`src/rtl/chreg_pkg.sv`:
```
package chreg_pkg;

   localparam int unsigned NUM_W  = 10;
   localparam int unsigned DATA_W = 32;

   typedef logic [NUM_W-1:0]  regnum_t;
   typedef logic [DATA_W-1:0] word_t;

   // register numbers (software-visible, fixed)
   localparam regnum_t RN_CFG   = 10'h180;
   localparam regnum_t RN_ERR   = 10'h181;
   localparam regnum_t RN_IEN   = 10'h182;
   localparam regnum_t RN_TXSET = 10'h184;
   localparam regnum_t RN_TXCLR = 10'h185;
   localparam regnum_t RN_TXEOB = 10'h186;
   localparam regnum_t RN_TXDER = 10'h187;
   localparam regnum_t RN_RXSET = 10'h190;
   localparam regnum_t RN_RXCLR = 10'h191;
   localparam regnum_t RN_RXEOB = 10'h192;
   localparam regnum_t RN_RXDER = 10'h193;
   localparam regnum_t RN_TXPTR = 10'h1A0;
   localparam regnum_t RN_RXPTR = 10'h1C0;
   localparam regnum_t RN_RXBSZ = 10'h1E0;

   // storage masks and initial values
   localparam word_t CFG_KEEP   = 32'h00FF_C087;
   localparam word_t CFG_INIT   = 32'h0007_C000;
   localparam int unsigned CFG_SWRST = 31;
   localparam int unsigned IEN_W     = 5;
   localparam word_t TXACT_KEEP = 32'hF000_0000;
   localparam word_t RXACT_KEEP = 32'hC000_0000;
   localparam int unsigned BSZ_W     = 8;
   localparam int unsigned MAX_CHAN  = 32;

   typedef struct packed {
      logic cfg;
      logic err;
      logic ien;
      logic txset;
      logic txclr;
      logic txeob;
      logic txder;
      logic rxset;
      logic rxclr;
      logic rxeob;
      logic rxder;
   } glob_hit_t;

endpackage

```
`src/rtl/chreg_decode.sv`:
```
module chreg_decode
   import chreg_pkg::*;
#(
   parameter int unsigned TXN = 4,
   parameter int unsigned RXN = 2
) (
   input  regnum_t        num,
   output glob_hit_t      ghit,
   output logic [TXN-1:0] txptr_hit,
   output logic [RXN-1:0] rxptr_hit,
   output logic [RXN-1:0] rxbsz_hit
);

   always_comb begin
      ghit       = '0;
      ghit.cfg   = (num == RN_CFG);
      ghit.err   = (num == RN_ERR);
      ghit.ien   = (num == RN_IEN);
      ghit.txset = (num == RN_TXSET);
      ghit.txclr = (num == RN_TXCLR);
      ghit.txeob = (num == RN_TXEOB);
      ghit.txder = (num == RN_TXDER);
      ghit.rxset = (num == RN_RXSET);
      ghit.rxclr = (num == RN_RXCLR);
      ghit.rxeob = (num == RN_RXEOB);
      ghit.rxder = (num == RN_RXDER);
   end

   // per-channel windows: only numbers below the channel count decode
   for (genvar t = 0; t < TXN; t++) begin : g_tx
      localparam regnum_t TX_NUM = regnum_t'(RN_TXPTR + t);
      assign txptr_hit[t] = (num == TX_NUM);
   end

   for (genvar r = 0; r < RXN; r++) begin : g_rx
      localparam regnum_t RXP_NUM = regnum_t'(RN_RXPTR + r);
      localparam regnum_t RXB_NUM = regnum_t'(RN_RXBSZ + r);
      assign rxptr_hit[r] = (num == RXP_NUM);
      assign rxbsz_hit[r] = (num == RXB_NUM);
   end

endmodule

```
`src/rtl/chreg_w1c.sv`:
```
module chreg_w1c #(
   parameter int unsigned W = 8
) (
   input  logic         clk,
   input  logic         rst_n,
   input  logic         soft_clr,
   input  logic         clr_we,
   input  logic [W-1:0] clr_mask,
   input  logic [W-1:0] set,
   output logic [W-1:0] q
);

   logic [W-1:0] kept;
   logic [W-1:0] q_nxt;

   // hardware set is ORed last, so it overrides any clear in the same cycle
   always_comb begin
      if (soft_clr)
         kept = '0;
      else if (clr_we)
         kept = q & ~clr_mask;
      else
         kept = q;
      q_nxt = kept | set;
   end

   always_ff @(posedge clk or negedge rst_n) begin
      if (!rst_n)
         q <= '0;
      else
         q <= q_nxt;
   end

endmodule

```
`src/rtl/chreg_field.sv`:
```
module chreg_field #(
   parameter int unsigned    W       = 32,
   parameter logic [W-1:0]   INIT    = '0,
   parameter bit             SOFT_RST = 1'b1
) (
   input  logic         clk,
   input  logic         rst_n,
   input  logic         soft_clr,
   input  logic         we,
   input  logic [W-1:0] d,
   output logic [W-1:0] q
);

   if (SOFT_RST) begin : g_soft
      always_ff @(posedge clk or negedge rst_n) begin
         if (!rst_n)
            q <= INIT;
         else if (soft_clr)
            q <= INIT;
         else if (we)
            q <= d;
      end
   end else begin : g_hard
      always_ff @(posedge clk or negedge rst_n) begin
         if (!rst_n)
            q <= INIT;
         else if (we)
            q <= d;
      end
   end

endmodule

```
`src/rtl/chreg_ptr_array.sv`:
```
module chreg_ptr_array #(
   parameter int unsigned N = 4,
   parameter int unsigned W = 32
) (
   input  logic           clk,
   input  logic [N-1:0]   we,
   input  logic [W-1:0]   d,
   output logic [N*W-1:0] q
);

   // pointers and sizes carry no reset: software loads them before use
   always_ff @(posedge clk) begin
      for (int i = 0; i < N; i++) begin
         if (we[i])
            q[i*W +: W] <= d;
      end
   end

endmodule

```
`src/rtl/chreg_bank.sv`:
```
module chreg_bank
   import chreg_pkg::*;
#(
   parameter int unsigned TXN = 4,
   parameter int unsigned RXN = 2
) (
   input  logic              clk,
   input  logic              rst_n,
   input  logic [9:0]        acc_num,
   input  logic              acc_wr,
   input  logic [31:0]       acc_wdata,
   output logic [31:0]       rd_data,
   input  logic [31:0]       err_set_i,
   input  logic [TXN-1:0]    tx_eob_set_i,
   input  logic [TXN-1:0]    tx_derr_set_i,
   input  logic [RXN-1:0]    rx_eob_set_i,
   input  logic [RXN-1:0]    rx_derr_set_i,
   output logic [31:0]       cfg_o,
   output logic [4:0]        ien_o,
   output logic [31:0]       tx_act_set_o,
   output logic [31:0]       tx_act_clr_o,
   output logic [31:0]       rx_act_set_o,
   output logic [31:0]       rx_act_clr_o,
   output logic [31:0]       err_o,
   output logic [TXN-1:0]    tx_eob_o,
   output logic [TXN-1:0]    tx_derr_o,
   output logic [RXN-1:0]    rx_eob_o,
   output logic [RXN-1:0]    rx_derr_o,
   output logic [32*TXN-1:0] tx_ptr_o,
   output logic [32*RXN-1:0] rx_ptr_o,
   output logic [8*RXN-1:0]  rx_bsz_o
);

   localparam int unsigned PTR_W = DATA_W;

   if (TXN < 1 || TXN > MAX_CHAN) begin : g_bad_txn
      $error("chreg_bank: TXN must be 1..32");
   end
   if (RXN < 1 || RXN > MAX_CHAN) begin : g_bad_rxn
      $error("chreg_bank: RXN must be 1..32");
   end

   glob_hit_t      ghit;
   logic [TXN-1:0] txptr_hit;
   logic [RXN-1:0] rxptr_hit;
   logic [RXN-1:0] rxbsz_hit;
   logic           soft_clr;
   logic [IEN_W-1:0] ien_q;

   chreg_decode #(.TXN(TXN), .RXN(RXN)) u_dec (
      .num       (acc_num),
      .ghit      (ghit),
      .txptr_hit (txptr_hit),
      .rxptr_hit (rxptr_hit),
      .rxbsz_hit (rxbsz_hit)
   );

   assign soft_clr = acc_wr & ghit.cfg & acc_wdata[CFG_SWRST];

   // configuration: the reset bit itself is never stored
   chreg_field #(.W(DATA_W), .INIT(CFG_INIT), .SOFT_RST(1'b0)) u_cfg (
      .clk (clk), .rst_n (rst_n), .soft_clr (soft_clr),
      .we  (acc_wr & ghit.cfg), .d (acc_wdata & CFG_KEEP), .q (cfg_o)
   );

   chreg_field #(.W(IEN_W), .INIT('0), .SOFT_RST(1'b1)) u_ien (
      .clk (clk), .rst_n (rst_n), .soft_clr (soft_clr),
      .we  (acc_wr & ghit.ien), .d (acc_wdata[IEN_W-1:0]), .q (ien_q)
   );
   assign ien_o = ien_q;

   chreg_field #(.W(DATA_W), .INIT('0), .SOFT_RST(1'b1)) u_txset (
      .clk (clk), .rst_n (rst_n), .soft_clr (soft_clr),
      .we  (acc_wr & ghit.txset), .d (acc_wdata & TXACT_KEEP), .q (tx_act_set_o)
   );

   chreg_field #(.W(DATA_W), .INIT('0), .SOFT_RST(1'b0)) u_txclr (
      .clk (clk), .rst_n (rst_n), .soft_clr (soft_clr),
      .we  (acc_wr & ghit.txclr), .d (acc_wdata & TXACT_KEEP), .q (tx_act_clr_o)
   );

   chreg_field #(.W(DATA_W), .INIT('0), .SOFT_RST(1'b1)) u_rxset (
      .clk (clk), .rst_n (rst_n), .soft_clr (soft_clr),
      .we  (acc_wr & ghit.rxset), .d (acc_wdata & RXACT_KEEP), .q (rx_act_set_o)
   );

   chreg_field #(.W(DATA_W), .INIT('0), .SOFT_RST(1'b0)) u_rxclr (
      .clk (clk), .rst_n (rst_n), .soft_clr (soft_clr),
      .we  (acc_wr & ghit.rxclr), .d (acc_wdata & RXACT_KEEP), .q (rx_act_clr_o)
   );

   // write-one-to-clear status words
   chreg_w1c #(.W(DATA_W)) u_err (
      .clk (clk), .rst_n (rst_n), .soft_clr (soft_clr),
      .clr_we (acc_wr & ghit.err), .clr_mask (acc_wdata),
      .set (err_set_i), .q (err_o)
   );

   chreg_w1c #(.W(TXN)) u_txeob (
      .clk (clk), .rst_n (rst_n), .soft_clr (soft_clr),
      .clr_we (acc_wr & ghit.txeob), .clr_mask (acc_wdata[TXN-1:0]),
      .set (tx_eob_set_i), .q (tx_eob_o)
   );

   chreg_w1c #(.W(TXN)) u_txder (
      .clk (clk), .rst_n (rst_n), .soft_clr (soft_clr),
      .clr_we (acc_wr & ghit.txder), .clr_mask (acc_wdata[TXN-1:0]),
      .set (tx_derr_set_i), .q (tx_derr_o)
   );

   chreg_w1c #(.W(RXN)) u_rxeob (
      .clk (clk), .rst_n (rst_n), .soft_clr (soft_clr),
      .clr_we (acc_wr & ghit.rxeob), .clr_mask (acc_wdata[RXN-1:0]),
      .set (rx_eob_set_i), .q (rx_eob_o)
   );

   chreg_w1c #(.W(RXN)) u_rxder (
      .clk (clk), .rst_n (rst_n), .soft_clr (soft_clr),
      .clr_we (acc_wr & ghit.rxder), .clr_mask (acc_wdata[RXN-1:0]),
      .set (rx_derr_set_i), .q (rx_derr_o)
   );

   // per-channel arrays
   chreg_ptr_array #(.N(TXN), .W(PTR_W)) u_txptr (
      .clk (clk), .we (txptr_hit & {TXN{acc_wr}}), .d (acc_wdata), .q (tx_ptr_o)
   );

   chreg_ptr_array #(.N(RXN), .W(PTR_W)) u_rxptr (
      .clk (clk), .we (rxptr_hit & {RXN{acc_wr}}), .d (acc_wdata), .q (rx_ptr_o)
   );

   chreg_ptr_array #(.N(RXN), .W(BSZ_W)) u_rxbsz (
      .clk (clk), .we (rxbsz_hit & {RXN{acc_wr}}), .d (acc_wdata[BSZ_W-1:0]),
      .q (rx_bsz_o)
   );

   // read return: OR of all selected sources, zero when nothing decodes
   always_comb begin
      rd_data = '0;
      if (ghit.cfg)   rd_data |= cfg_o;
      if (ghit.err)   rd_data |= err_o;
      if (ghit.ien)   rd_data |= 32'(ien_q);
      if (ghit.txset) rd_data |= tx_act_set_o;
      if (ghit.txclr) rd_data |= tx_act_clr_o;
      if (ghit.txeob) rd_data |= 32'(tx_eob_o);
      if (ghit.txder) rd_data |= 32'(tx_derr_o);
      if (ghit.rxset) rd_data |= rx_act_set_o;
      if (ghit.rxclr) rd_data |= rx_act_clr_o;
      if (ghit.rxeob) rd_data |= 32'(rx_eob_o);
      if (ghit.rxder) rd_data |= 32'(rx_derr_o);
      for (int t = 0; t < TXN; t++)
         if (txptr_hit[t]) rd_data |= tx_ptr_o[t*PTR_W +: PTR_W];
      for (int r = 0; r < RXN; r++) begin
         if (rxptr_hit[r]) rd_data |= rx_ptr_o[r*PTR_W +: PTR_W];
         if (rxbsz_hit[r]) rd_data |= 32'(rx_bsz_o[r*BSZ_W +: BSZ_W]);
      end
   end

endmodule

```
`config.mk`:
```
export PLATFORM = sky130hd
export DESIGN_NAME = chreg_bank
export DESIGN_NICKNAME = d
export VERILOG_FILES = /design/src/rtl/chreg_pkg.sv /design/src/rtl/chreg_decode.sv /design/src/rtl/chreg_w1c.sv /design/src/rtl/chreg_field.sv /design/src/rtl/chreg_ptr_array.sv /design/src/rtl/chreg_bank.sv
export SDC_FILE = /design/constraint.sdc
export NUM_CORES = 1
export LEC_CHECK = 0
export BUFFER_PORTS_ARGS = -buffer_cell sky130_fd_sc_hd__buf_4
export CAP_MARGIN = 20
export CORE_AREA = 8 8 201 203
export DETAILED_ROUTE_END_ITERATION = 8
export DIE_AREA = 0 0 209 211
export GPL_TIMING_DRIVEN = 1
export HOLD_SLACK_MARGIN = 0.05
export SETUP_SLACK_MARGIN = 0.5
export SYNTH_ARGS = -nofsm -noshare
export SYNTH_HDL_FRONTEND = slang
export SYNTH_SLANG_ARGS = --single-unit
```
`constraint.sdc`:
```
create_clock -name clk -period 3.5 [get_ports clk]
set_clock_uncertainty 0.15 [all_clocks]
set_input_delay 0.175 -clock clk [delete_from_list [all_inputs] [get_ports clk]]
set_output_delay 0.175 -clock clk [all_outputs]
set_load 0.01 [all_outputs]
```
==> impl_results.rst <==
.. list-table::
   :header-rows: 1

   * - Metric
     - Value
   * - Total core area
     - 37100 µm²
   * - Actual transition at the worst max-transition pin
     - 1.07 ns
   * - Power per unit of standard cell area
     - between 400 and 500 nW/µm²
   * - Area grow syn2layout
     - 43.7%
   * - Number of rows in the core area
     - 71
   * - Wire length of the first global-routing pass
     - 81.1 mm
   * - Overall die height
     - between 200 and 250 µm
   * - Number of setup violations in the final report
     - 0
   * - WHS Path Cells
     - 4
   * - Tot GR Track Use
     - 0.252
   * - Proportion of layout cells with a drive suffix above 1
     - 0.388
   * - Relative slew slack
     - 0.285
   * - Vias per std cell
     - 5.29
   * - Overall die width
     - between 200 and 250 µm
   * - Met2 GRT Util
     - 0.445
   * - Origin of the worst setup path
     - acc_num[2]
   * - Pin count of the biggest net entering global routing
     - 60
   * - Worst voltage drop across the vdd grid
     - 356 µV
   * - Post-route setup TNS
     - 0 ns
   * - Post-synthesis instance total
     - slightly above 900
   * - Total of warnings raised by yosys
     - 0
   * - Max-cap viol count
     - 0
   * - Share of flip-flops with an asynchronous set or reset
     - 0.265
   * - Total number of clock tree sinks
     - 283
   * - Most frequently used flop master after synthesis
     - sky130_fd_sc_hd__edfxtp_1
   * - Cell Area, Synth
     - 12800 µm²
   * - Critical Path Source Type
     - input pin
   * - Final Max Tran Viols
     - 0
   * - Unrepaired setup endpoints after global routing
     - false
   * - Layout Utilization
     - 0.494
   * - Count of instances resized after the clock tree is built
     - 0
   * - Number of H-tree levels
     - 2
   * - GR peak layer
     - met2
   * - Die ar.
     - between 40000 and 50000 µm²
   * - Port Buffer Count
     - around 400
   * - First-iteration detailed-routing DRC count
     - 794
   * - Critical Path Fanout Max
     - 9
   * - I/O pin cnt
     - approximately 540
   * - Top cells by area, synth
     - sky130_fd_sc_hd__edfxtp_1 (49%), sky130_fd_sc_hd__dfrtp_1 (14%), sky130_fd_sc_hd__buf_4 (7.9%)
   * - Endpoint of the lowest-slack register-to-register path
     - u_err.q[0]
   * - Reg2Reg Setup Slack
     - 2.03 ns
   * - Required time reported for the critical path endpoint
     - around 3.2 ns
   * - Grt met3 use
     - 0.0720
   * - Reg clk slew, reported paths
     - around 0.050 ns
   * - Result of the run
     - finished, final reports clean
   * - Detailed Route WL
     - around 58 mm
   * - Initial antenna violation count
     - 0
   * - Area fraction of the dominant cell type after synthesis
     - 0.489
   * - Flop and latch count out of synthesis
     - ~280
   * - Min-Delay Startpoint
     - acc_num[4]
   * - Via count of the first global-routing pass
     - roughly 11000
   * - Final hold vios
     - 0
   * - Category of the critical setup timing path
     - input pin to output port
   * - Vias post-DR
     - between 10000 and 15000
   * - TritonRoute pass-1 iters
     - 6
   * - Starting density of the core
     - 0.344
   * - Most repeated cell in the gate-level netlist after synthesis
     - sky130_fd_sc_hd__edfxtp_1
   * - Highest clock frequency the design can meet
     - around 350 MHz
   * - Cell chosen for the clock root
     - sky130_fd_sc_hd__clkbuf_16
   * - Drc violations
     - 0
   * - Endpoint kind of the worst setup timing path
     - output port
   * - TritonCTS clock tree
     - yes
   * - Routed WL per cell
     - ~30 µm
   * - Routability Congestion
     - a little over 0.8
   * - Cells on worst reg2reg path
     - 2
   * - Final period util
     - 0.813
   * - Dpl hpwl
     - roughly 42 mm
   * - Number of buffers inserted during clock tree synthesis
     - 34
   * - Worst skew pair latency
     - about 0.52 ns
   * - Number of nets with antenna violations after routing
     - 0
   * - Crit path DAT
     - between 2 and 3 ns
   * - Leak
     - approximately 7.3 nW
   * - Min-Delay Endpoint
     - u_rxset.q[31]
   * - Top post-synthesis cells by count
     - sky130_fd_sc_hd__edfxtp_1 (208), sky130_fd_sc_hd__buf_4 (135), sky130_fd_sc_hd__dfrtp_1 (70)
   * - Nets@finish
     - 1561
   * - Reg-to-reg critical path startpoint
     - u_err.q[0]
   * - Number of flops mapped to enable cells by yosys
     - roughly 210
   * - Leading area contributor after synthesis
     - sky130_fd_sc_hd__edfxtp_1
   * - GRT met1 Usage
     - 0.291
   * - Hold crit path type
     - input pin to flip-flop
   * - Number of distinct library cells after synthesis
     - between 60 and 70
   * - Average cell area after synthesis
     - 13.8 µm²
   * - Longest Clk Path Bufs
     - 3
   * - Register area share after synthesis
     - 0.636
   * - Post CTS Setup Buffer Count
     - 0
   * - Final period demand of the worst path
     - 2.85 ns
   * - Antenna Cells
     - 0
   * - Remaining global-route overflow
     - 0
-- per-layer routing --
metal  part of all wire  routed length, µm
met1               0.37              21600
met3              0.098               5730
met4              0.033               1910
met2               0.50              29200
met5                  0                  0
-- metrics by stage --
step	cells	worst slack [ns]	area (µm²)	hold WS [ns]	power (mW)
after floorplan	1060	0.197	13300	-0.271	3.99
after global placement	1793	0.400	16100	0.203	4.12
after detailed placement	1793	0.405	16100	0.206	4.13
after CTS	1971	0.643	18400	0.0850	7.66
after global routing	1971	0.584	18400	0.116	7.82
final	1971	0.654	18400	0.104	7.61
-- state kept, by name, indices dropped and copies added (netlist names) --
register / flops
u_txset.q: 4
u_rxptr.q: 64
u_rxbsz.q: 16
u_txclr.q: 4
u_cfg.q: 14
u_rxset.q: 2
u_ien.q: 5
u_txeob.q: 4
u_err.q: 32
u_rxclr.q: 2
u_txptr.q: 128
u_rxeob.q: 2
u_txder.q: 4
u_rxder.q: 2
-- power by group --
group / leakage, nW / internal [mW] / switching (mW)
Sequential: 2.67 / 3.62 / 0.00677
Combinational: 4.14 / 0.199 / 0.319
Clock: 0.518 / 2.10 / 1.37
Total: 7.32 / 5.91 / 1.70
-- cells in the final DEF (no fill, tap or decap), drive strengths merged, types with 3 or more instances in the layout --
cell / count
nand2b: 4
and3: 6
dlygate4sd3: 117
a31o: 12
mux2: 45
clkbuf: 52
a22oi: 51
o22ai: 11
conb: 134
a21o: 33
o21ai: 17
nand3b: 4
a222oi: 4
buf: 449
a22o: 3
nor2b: 4
nor3b: 5
nor4: 3
mux2i: 36
a31oi: 3
a211o: 3
dfstp: 5
edfxtp: 208
a32oi: 6
dfrtp: 70
a221oi: 6
bufinv: 3
o32ai: 6
mux4: 3
o211ai: 4
nor2: 34
nor3: 12
nor4b: 3
nand2: 30
a221o: 11
clkinv: 4
nand3: 32
a21oi: 39
and2: 3
-- cells by family after synthesis --
logic type / synth area share
AO/OA/AOI/OAI: 0.124
buffers and inverters: 0.0977
flip-flops: 0.636
multiplexers: 0.0761
other: 0.000293
AND/OR/NAND/NOR: 0.0660
-- what timing repair did --
action,CTS,global route
setup endpoints to repair,0,0
hold endpoints to repair,336,0
hold buffers,117,0
-- cell type report --
cell class,instances,area (µm²)
clock buffers,52,950
clock inverters,9,125
fillers,3253,18800
multi-input cells,587,3990
flip-flops and latches,283,8130
well taps,474,593
repair buffers,566,4580
-- worst max-delay path: stages --
cell and delay, ns:
sky130_fd_sc_hd__buf_4 0.15, sky130_fd_sc_hd__or4b_1 0.86, sky130_fd_sc_hd__nor2_2 0.69, sky130_fd_sc_hd__a22oi_1 0.13, sky130_fd_sc_hd__o22ai_1 0.19, sky130_fd_sc_hd__a211o_1 0.18
sky130_fd_sc_hd__buf_4 0.14
-- how the worst max path moves through the flow --
stage / cells after the start / endpoint / slack (ns)
2_1_floorplan: 6 / u_txptr.q[0] / 0.20
3_3_place_gp: 6 / u_ien.q[3] / 0.40
3_5_place_dp: 6 / u_ien.q[0] / 0.41
4_1_cts: 7 / rd_data[31] / 0.64
5_1_grt: 7 / rd_data[31] / 0.58
6_report: 7 / rd_data[31] / 0.65
(Power assumes the default switching activity.)
